### src/rtl/xyr_pkg.sv
package xyr_pkg;

    // Flit kind carried in the two most significant bits of a flit.
    typedef enum logic [1:0] {
        FK_HEAD = 2'b00,
        FK_BODY = 2'b01,
        FK_TAIL = 2'b10,
        FK_RSVD = 2'b11
    } flit_kind_e;

    // Output direction positions within the one-hot select.
    localparam int DIR_COUNT = 5;
    localparam int DIR_LOCAL = 0;
    localparam int DIR_NORTH = 1;
    localparam int DIR_EAST  = 2;
    localparam int DIR_SOUTH = 3;
    localparam int DIR_WEST  = 4;

    typedef logic [DIR_COUNT-1:0] dir_vec_t;

    // Registered routing state for the packet in flight.
    typedef struct packed {
        logic     held;
        dir_vec_t dir;
    } route_state_t;

endpackage

### src/rtl/xyr_coord_split.sv
// Splits a row-major node number into column and row.
module xyr_coord_split #(
    parameter int ADDR_W    = 5,
    parameter int MESH_COLS = 4
) (
    input  logic [ADDR_W-1:0] addr_i,
    output logic [ADDR_W-1:0] col_o,
    output logic [ADDR_W-1:0] row_o
);

    localparam logic [ADDR_W-1:0] COLS_V = ADDR_W'(MESH_COLS);

    always_comb begin
        col_o = addr_i % COLS_V;
        row_o = addr_i / COLS_V;
    end

endmodule

### src/rtl/xyr_dir_select.sv
// Dimension-ordered direction choice: the column difference is settled
// before the row is examined at all.
module xyr_dir_select
    import xyr_pkg::*;
#(
    parameter int COORD_W = 5
) (
    input  logic [COORD_W-1:0] here_col_i,
    input  logic [COORD_W-1:0] here_row_i,
    input  logic [COORD_W-1:0] dest_col_i,
    input  logic [COORD_W-1:0] dest_row_i,
    output dir_vec_t           dir_o
);

    always_comb begin
        dir_o = '0;
        if (dest_col_i < here_col_i) begin
            dir_o[DIR_WEST] = 1'b1;
        end else if (dest_col_i > here_col_i) begin
            dir_o[DIR_EAST] = 1'b1;
        end else if (dest_row_i < here_row_i) begin
            dir_o[DIR_NORTH] = 1'b1;
        end else if (dest_row_i > here_row_i) begin
            dir_o[DIR_SOUTH] = 1'b1;
        end else begin
            dir_o[DIR_LOCAL] = 1'b1;
        end
    end

endmodule

### src/rtl/xyr_route_hold.sv
// Holds the route of the packet in flight from header to tail.
module xyr_route_hold
    import xyr_pkg::*;
(
    input  logic         clk,
    input  logic         rst_n,
    input  logic         take_i,
    input  flit_kind_e   kind_i,
    input  dir_vec_t     fresh_dir_i,
    output route_state_t state_o
);

    route_state_t route_d, route_q;

    always_comb begin
        route_d = route_q;
        if (take_i) begin
            unique case (kind_i)
                FK_HEAD: begin
                    route_d.held = 1'b1;
                    route_d.dir  = fresh_dir_i;
                end
                FK_TAIL: begin
                    route_d.held = 1'b0;
                    route_d.dir  = '0;
                end
                FK_BODY, FK_RSVD: begin
                    route_d = route_q;
                end
                default: route_d = route_q;
            endcase
        end
    end

    always_ff @(posedge clk or negedge rst_n) begin
        if (!rst_n) begin
            route_q <= '0;
        end else begin
            route_q <= route_d;
        end
    end

    assign state_o = route_q;

endmodule

### src/rtl/xy_route_unit.sv
module xy_route_unit
    import xyr_pkg::*;
#(
    parameter int FLIT_W    = 12,
    parameter int ADDR_W    = 5,
    parameter int MESH_COLS = 4,
    parameter int MESH_ROWS = 4,
    parameter int NODE_ADDR = 5
) (
    input  logic              clk,
    input  logic              rst_n,
    input  logic [FLIT_W-1:0] flit_i,
    input  logic              flit_valid_i,
    output logic [4:0]        dir_o,
    output logic              route_valid_o
);

    localparam int KIND_LO  = FLIT_W - 2;
    localparam int NODE_CNT = MESH_COLS * MESH_ROWS;
    localparam logic [ADDR_W-1:0] HERE_COL = ADDR_W'(NODE_ADDR % MESH_COLS);
    localparam logic [ADDR_W-1:0] HERE_ROW = ADDR_W'(NODE_ADDR / MESH_COLS);

    initial begin
        if (NODE_ADDR >= NODE_CNT || FLIT_W < ADDR_W + 3) begin
            $error("xy_route_unit: node address or flit width out of range");
        end
    end

    flit_kind_e          kind;
    logic [ADDR_W-1:0]   dest_addr;
    logic [ADDR_W-1:0]   dest_col;
    logic [ADDR_W-1:0]   dest_row;
    dir_vec_t            fresh_dir;
    route_state_t        route;
    logic                unused_middle_bits;

    assign kind               = flit_kind_e'(flit_i[FLIT_W-1:KIND_LO]);
    assign dest_addr          = flit_i[ADDR_W-1:0];
    assign unused_middle_bits = ^flit_i[KIND_LO-1:ADDR_W];

    xyr_coord_split #(
        .ADDR_W    (ADDR_W),
        .MESH_COLS (MESH_COLS)
    ) i_dest_split (
        .addr_i (dest_addr),
        .col_o  (dest_col),
        .row_o  (dest_row)
    );

    xyr_dir_select #(
        .COORD_W (ADDR_W)
    ) i_dir_select (
        .here_col_i (HERE_COL),
        .here_row_i (HERE_ROW),
        .dest_col_i (dest_col),
        .dest_row_i (dest_row),
        .dir_o      (fresh_dir)
    );

    xyr_route_hold i_route_hold (
        .clk         (clk),
        .rst_n       (rst_n),
        .take_i      (flit_valid_i),
        .kind_i      (kind),
        .fresh_dir_i (fresh_dir),
        .state_o     (route)
    );

    assign dir_o         = route.dir;
    assign route_valid_o = route.held;

endmodule

### config.mk
export PLATFORM = sky130hd
export DESIGN_NAME = xy_route_unit
export DESIGN_NICKNAME = d
export VERILOG_FILES = /design/src/rtl/xyr_pkg.sv /design/src/rtl/xyr_coord_split.sv /design/src/rtl/xyr_dir_select.sv /design/src/rtl/xyr_route_hold.sv /design/src/rtl/xy_route_unit.sv
export SDC_FILE = /design/constraint.sdc
export NUM_CORES = 1
export LEC_CHECK = 0
export ABC_AREA = 1
export CORE_AREA = 2 2 39 41
export CTS_CLUSTER_DIAMETER = 150
export DETAILED_ROUTE_END_ITERATION = 10
export DIE_AREA = 0 0 41 43
export DONT_BUFFER_PORTS = 1
export PLACE_DENSITY_LB_ADDON = 0.15
export SLEW_MARGIN = 20
export SYNTH_ARGS = -nofsm -noshare
export SYNTH_HDL_FRONTEND = slang
export SYNTH_SLANG_ARGS = --single-unit
### constraint.sdc
create_clock -name clk -period 1.2 [get_ports clk]
set_input_delay 0.12 -clock clk [delete_from_list [all_inputs] [get_ports clk]]
set_output_delay 0.12 -clock clk [all_outputs]
set_load 0.05 [all_outputs]
## Word-level counts from Yosys, hierarchy flattened

Index checks and enable logic that the tools add are counted.

- Eq/ne operators: 3
- $lt $le $gt $ge: 4
- Reduce and logical (&&, ||, !) cells: 3
- Multiplexer cells: 11
- Bitwise operators: 1

Operator list:

| cell | count |
|---|---|
| 6-bit case mux with 2 select lines | 1 |
| 1-bit two-way mux | 8 |
| 2-bit equality test, second input constant | 2 |
| 4-bit two-way mux | 1 |
| 3-bit by 1-bit > comparator with 1-bit output, second input constant | 1 |
| 3-bit by 1-bit < comparator with 1-bit output, second input constant | 1 |
| 2-bit by 1-bit equality test with 1-bit output, second input constant | 1 |
| 2-bit by 1-bit > comparator with 1-bit output, second input constant | 1 |
| 2-bit zero test | 1 |
| 2-bit by 1-bit < comparator with 1-bit output, second input constant | 1 |
| 2-bit two-way mux | 1 |
| 2-bit AND reduction | 1 |
| 2-bit OR reduction | 1 |
| 1-bit NOT | 1 |

- Register bits: 6
- Output and inout port bits: 6
- Input port bits: 15

## Depth between registers and ports, before layout

- Depth after elaboration: 6
- Depth in mapped cells: 5

## Hierarchy

From an unflattened synthesis, not the netlist that was laid out.

- Cells, all modules: 94
- Area, all modules: 645.6 µm²

Modules (own cells, without submodules):

| module | area each (µm²) | sequential area each (µm²) | cells each | instances |
|---|---|---|---|---|
| xyr_dir_select | 317.8 | 0.0 | 55 | 1 |
| xyr_route_hold | 241.5 | 150.1 | 26 | 1 |
| xyr_coord_split | 78.8 | 0.0 | 11 | 1 |
| xy_route_unit | 7.5 | 0.0 | 2 | 1 |

## Least setup slack after synthesis

Ideal clock, no wire load.

- Path type: reg-to-reg
- Start: register, netlist name i_route_hold.state_o[4]
- End: register i_route_hold.route_q (netlist bit i_route_hold.state_o[4])
- Library setup time: 123 ps
- Data arrival time: 722 ps
- Setup slack: 356 ps
- Cell stages (with the launch flop): 3
- Clock period less this slack: 844 ps
- Data required time: 1,077 ps
- Cells stage by stage: dfrtp_1 -> nand2_1 -> o21ai_1

RTL lines:

| element | RTL line | RTL |
|---|---|---|
| to (signal assigned) | xyr_route_hold.sv:39 | `route_q <= route_d;` |
| to (decl) | xyr_route_hold.sv:13 | `route_state_t route_d, route_q;` |

## Final worst setup path

- Start: register i_route_hold.route_q (netlist bit i_route_hold.state_o[2])
- End: output port dir_o[2]

RTL lines:

| element | RTL line | RTL |
|---|---|---|
| to (decl) | xy_route_unit.sv:14 | `output logic [4:0] dir_o,` |

No word-level cell between the ends.

==> results list <==
- In this run, the clock network consumes around a third of the power.
- For the worst setup path, the data arrival time is a little over 0.8 ns.
- The number of buffers and inverters on the critical path is 1.
* Max Transition Viols Final: 0
* Compound-Gate Fraction of Synth Area: under 10%
- Vias after detailed routing: 237
* Critical path data required time: around 1.1 ns
- Count of placed standard cells including taps: 57
- Headroom to the max-slew limit: between 80 and 90%
- Adder-cell area share of the yosys netlist: 0%
* Number of enable-type register cells in the synthesized netlist: 0
- # H-tree levels: 1
- Unrepaired setup endpoints after global routing: false
- When the netlist entered floorplanning its net count stood at 50.
- Instance count along the most critical hold path: 3
* Final Worst Setup Slack: about 0.27 ns
* Worst Tran Pin Value: 0.262 ns
- The number of different library cells used by synthesis comes to 10.
* Met1 global-route usage: 10.9%
- Synthesis warning total: 0
- For this run, design rule violations remaining after detail routing come to 0.
- In the final layout, the share of cells above drive strength 1 is around a third.
- STA classifies the critical path startpoint as a register.
- The worst path needs slightly above 0.9 ns of the cycle, external delays included.
- Clk pin slew, worst setup/hold paths: about 0.04 ns
- Number of buffers created by CTS: 3
- The cell family contributing the most delay on the critical path is flip-flops.
* Diode count: 0
- Aggregate global-route resource usage: 8.70%
- The synthesized netlist devotes a little over a third of its cell area to simple gates.
- Final Instance Count excl. Fillers: 61
- Counting flops and latches in the post-synthesis netlist gives 6.
- Core Footprint: roughly 1400 µm²
* Final number of setup-violating endpoints: 0
- The final layout contains 62 nets.
* Cells traversed along the worst timing path: buf_4
- The synthesized netlist occupies a cell area of 279 µm².
- Derived from the worst setup path, the maximum achievable clock frequency is around 1100 MHz.
- Global routing used roughly 3.1% of the available met3 tracks.
* Placement Rows: 14
- The routed design has between 500 and 600 µm of wire.
- Once the floorplan was initialized, standard cells occupied about 20% of the core.
* Kind of critical path: register to primary output
* CTS Root Cell: sky130_fd_sc_hd__clkbuf_4
* Hold Path Class: input pin to register
- Worst slack at placement: around 0.52 ns
* Maximum buffer depth of the clock tree: 2
* Synth Flop Type: sky130_fd_sc_hd__dfrtp_1
* First-pass iteration count of the detailed router: 4
- First DRT Iteration DRCs: 5
* Cell area after layout: roughly 380 µm²
- TritonCTS built the clock tree.
- The die is ~43 µm tall.
- Each instance of the synthesized netlist takes up on average between 7 and 8 µm².
* Most frequent cells after synthesis: sky130_fd_sc_hd__nand2_1, sky130_fd_sc_hd__dfrtp_1, sky130_fd_sc_hd__inv_1, sky130_fd_sc_hd__nor2_1, sky130_fd_sc_hd__nor2_2
- The multi-input combinational cells in the finished layout cover a total of around 110 µm².
- The detail route stage leaves a number of antenna-violating nets equal to 0.
- Crit-path slowest cell: sky130_fd_sc_hd__dfrtp_1
- Crit. End Element: primary output
- Number of sinks driven by the clock tree: 6
- Combinational family with the most area after synthesis: simple AND/OR/NAND/NOR gates
- Power spread over the standard cell area amounts to about 1400 nW/µm².
- The synthesized netlist devotes 0% of its cell area to XOR and XNOR gates.
- Post-Synthesis Cells: 35
- Outcome: complete, no violations
* Max cap viols: 0
- Sorting the synthesized cells by area gives the leading types as sky130_fd_sc_hd__dfrtp_1, sky130_fd_sc_hd__nand2_1, sky130_fd_sc_hd__nor2_2, sky130_fd_sc_hd__inv_1, sky130_fd_sc_hd__nor2_1.
- Part of the power in registers: 43.3%
- Post-detailed-route wirelength per cell: between 9 and 10 µm
* Post-synth ARST share: 100%
- Crit path depth: 1
* Instance area at placement: around 340 µm²
- Clock Skews: 0 ns
* Pin count of the biggest net entering global routing: 8
- Synth area leader: sky130_fd_sc_hd__dfrtp_1
* Number of ports placed on the die boundary: 21
* Port Buffer Count: 0
- Flip-flop count of the largest register after layout: 6
- Die Span X: 41 µm
- Number of hold violations in the final report: 0
- Area growth from synthesis to layout: 35.0%
- GR Layer Usage met2: 10.9%
- Yosys top cell area share: about 54%
* Reg2reg path depth: 2
* Via density: about 4
- Busiest layer in global routing: met2
- The die covers between 1500 and 2000 µm².
- In this design, the stage delay of the slowest critical-path cell is approximately 0.38 ns.
* Relative contribution of combinational cells to total power: 22.3%
- Leak: around 0.21 nW
- Number of inserted filler cells in the final layout: 170
* Initial antenna violation count: 0
* Pint: 0.000365 W
- Once detailed placement completed, the half-perimeter wirelength came to around 480 µm.
- Share of cell area taken by muxes after synthesis: 0%
- The congestion estimate from routability-driven global placement came to between 0.7 and 0.8.
- Sequential element share of the synthesized area: approximately 54%
* Sw Ratio: a little over 30%
- Dividing the final minimum period by the clock period gives approximately 78%.
- Yosys instantiated no cell more often than sky130_fd_sc_hd__nand2_1.
- For this run the aggregate overflow at the end of global routing stands at 0.
* Worst IR drop on VDD: 312 µV
- In the final timing run, aggregate negative setup slack is 0 ns.
- For this design the total switching power over the nets is about 0.00016 W.
- Gates resized during post-CTS repair numbered 0.
- FF+latch area: approximately 150 µm²
* Wire length of the first global-routing pass: 993 µm
- Later-pin clock latency in the skew report: around 0.24 ns
* Via count of the first global-routing pass: 257
* CP Max Fanout: 2
## per-layer routing
metal  share of wire (%)  vias up
li1                    -      126
met1                  40      101
met2                  49       10
met3                  10        0
met4                   0        0
met5                   0        -
## worst paths after layout
check,start,end,slack [ns]
min reg2reg,i_route_hold.state_o[3]$_DFFE_PN0P_,i_route_hold.state_o[3]$_DFFE_PN0P_,0.48
max,i_route_hold.state_o[2]$_DFFE_PN0P_,dir_o[2],0.27
min in group asynchronous,rst_n,i_route_hold.state_o[0]$_DFFE_PN0P_,0.18
max reg2reg,i_route_hold.state_o[2]$_DFFE_PN0P_,i_route_hold.state_o[2]$_DFFE_PN0P_,0.59
min,flit_i[1],i_route_hold.state_o[3]$_DFFE_PN0P_,0.04
max in group asynchronous,rst_n,i_route_hold.state_o[4]$_DFFE_PN0P_,0.81
## per-stage QoR
stage / utilization (%) / hold slack [ns] / total power (W)
6_report: 27.2 / 0.0409 / 0.000524
5_1_grt: 27.2 / 0.0427 / 0.000559
4_1_cts: 27.2 / 0.0389 / 0.000532
3_5_place_dp: 24.9 / -0.175 / 0.000342
3_3_place_gp: 24.9 / -0.175 / 0.000340
2_1_floorplan: - / -0.176 / 0.000310
## logic make-up (layout without fill, tap and decap cells)
logic type             after synthesis  count (layout)
AOI/OAI and AO/OA                    3               3
DFF                                  6               6
and+or+nand+nor                     22              22
buffers and inverters                4              14
## final cells by class
| cell class | instances | area share [%] |
|---|---|---|
| clock buffer | 3 | 5.98 |
| timing repair buffer | 7 | 14.6 |
| sequential | 6 | 39.9 |
| multi-input combinational | 25 | 30.2 |
| tap | 16 | 5.32 |
| inverter | 4 | 3.99 |
## layout by cell type, fill, tap and decap left out, drive strengths merged
cell type	n
buf	6
clkbuf	3
dfrtp	6
dlygate4sd3	1
inv	4
nand2	15
nand3	1
nor2	6
o21ai	3
## what timing repair did
action	in CTS	in global routing
hold buffers	1	0
hold endpoints to repair	6	0
buffers inserted	0	0
## tightest hold or removal path, stage by stage
cell                      delay (ns)
sky130_fd_sc_hd__nor2_1         0.02
sky130_fd_sc_hd__nand2_1        0.05
sky130_fd_sc_hd__nand2_1        0.04
## power by group through the flow
stage	sequential [W]	combinational, W	clock (W)
after global placement	0.000229	0.000112	0
after floorplan	0.000282	0.0000275	0
final	0.000227	0.000117	0.000180
after detailed placement	0.000230	0.000112	0
after global routing	0.000228	0.000126	0.000205
after CTS	0.000227	0.000119	0.000186
Note: power is estimated with default switching activity, not from simulation.
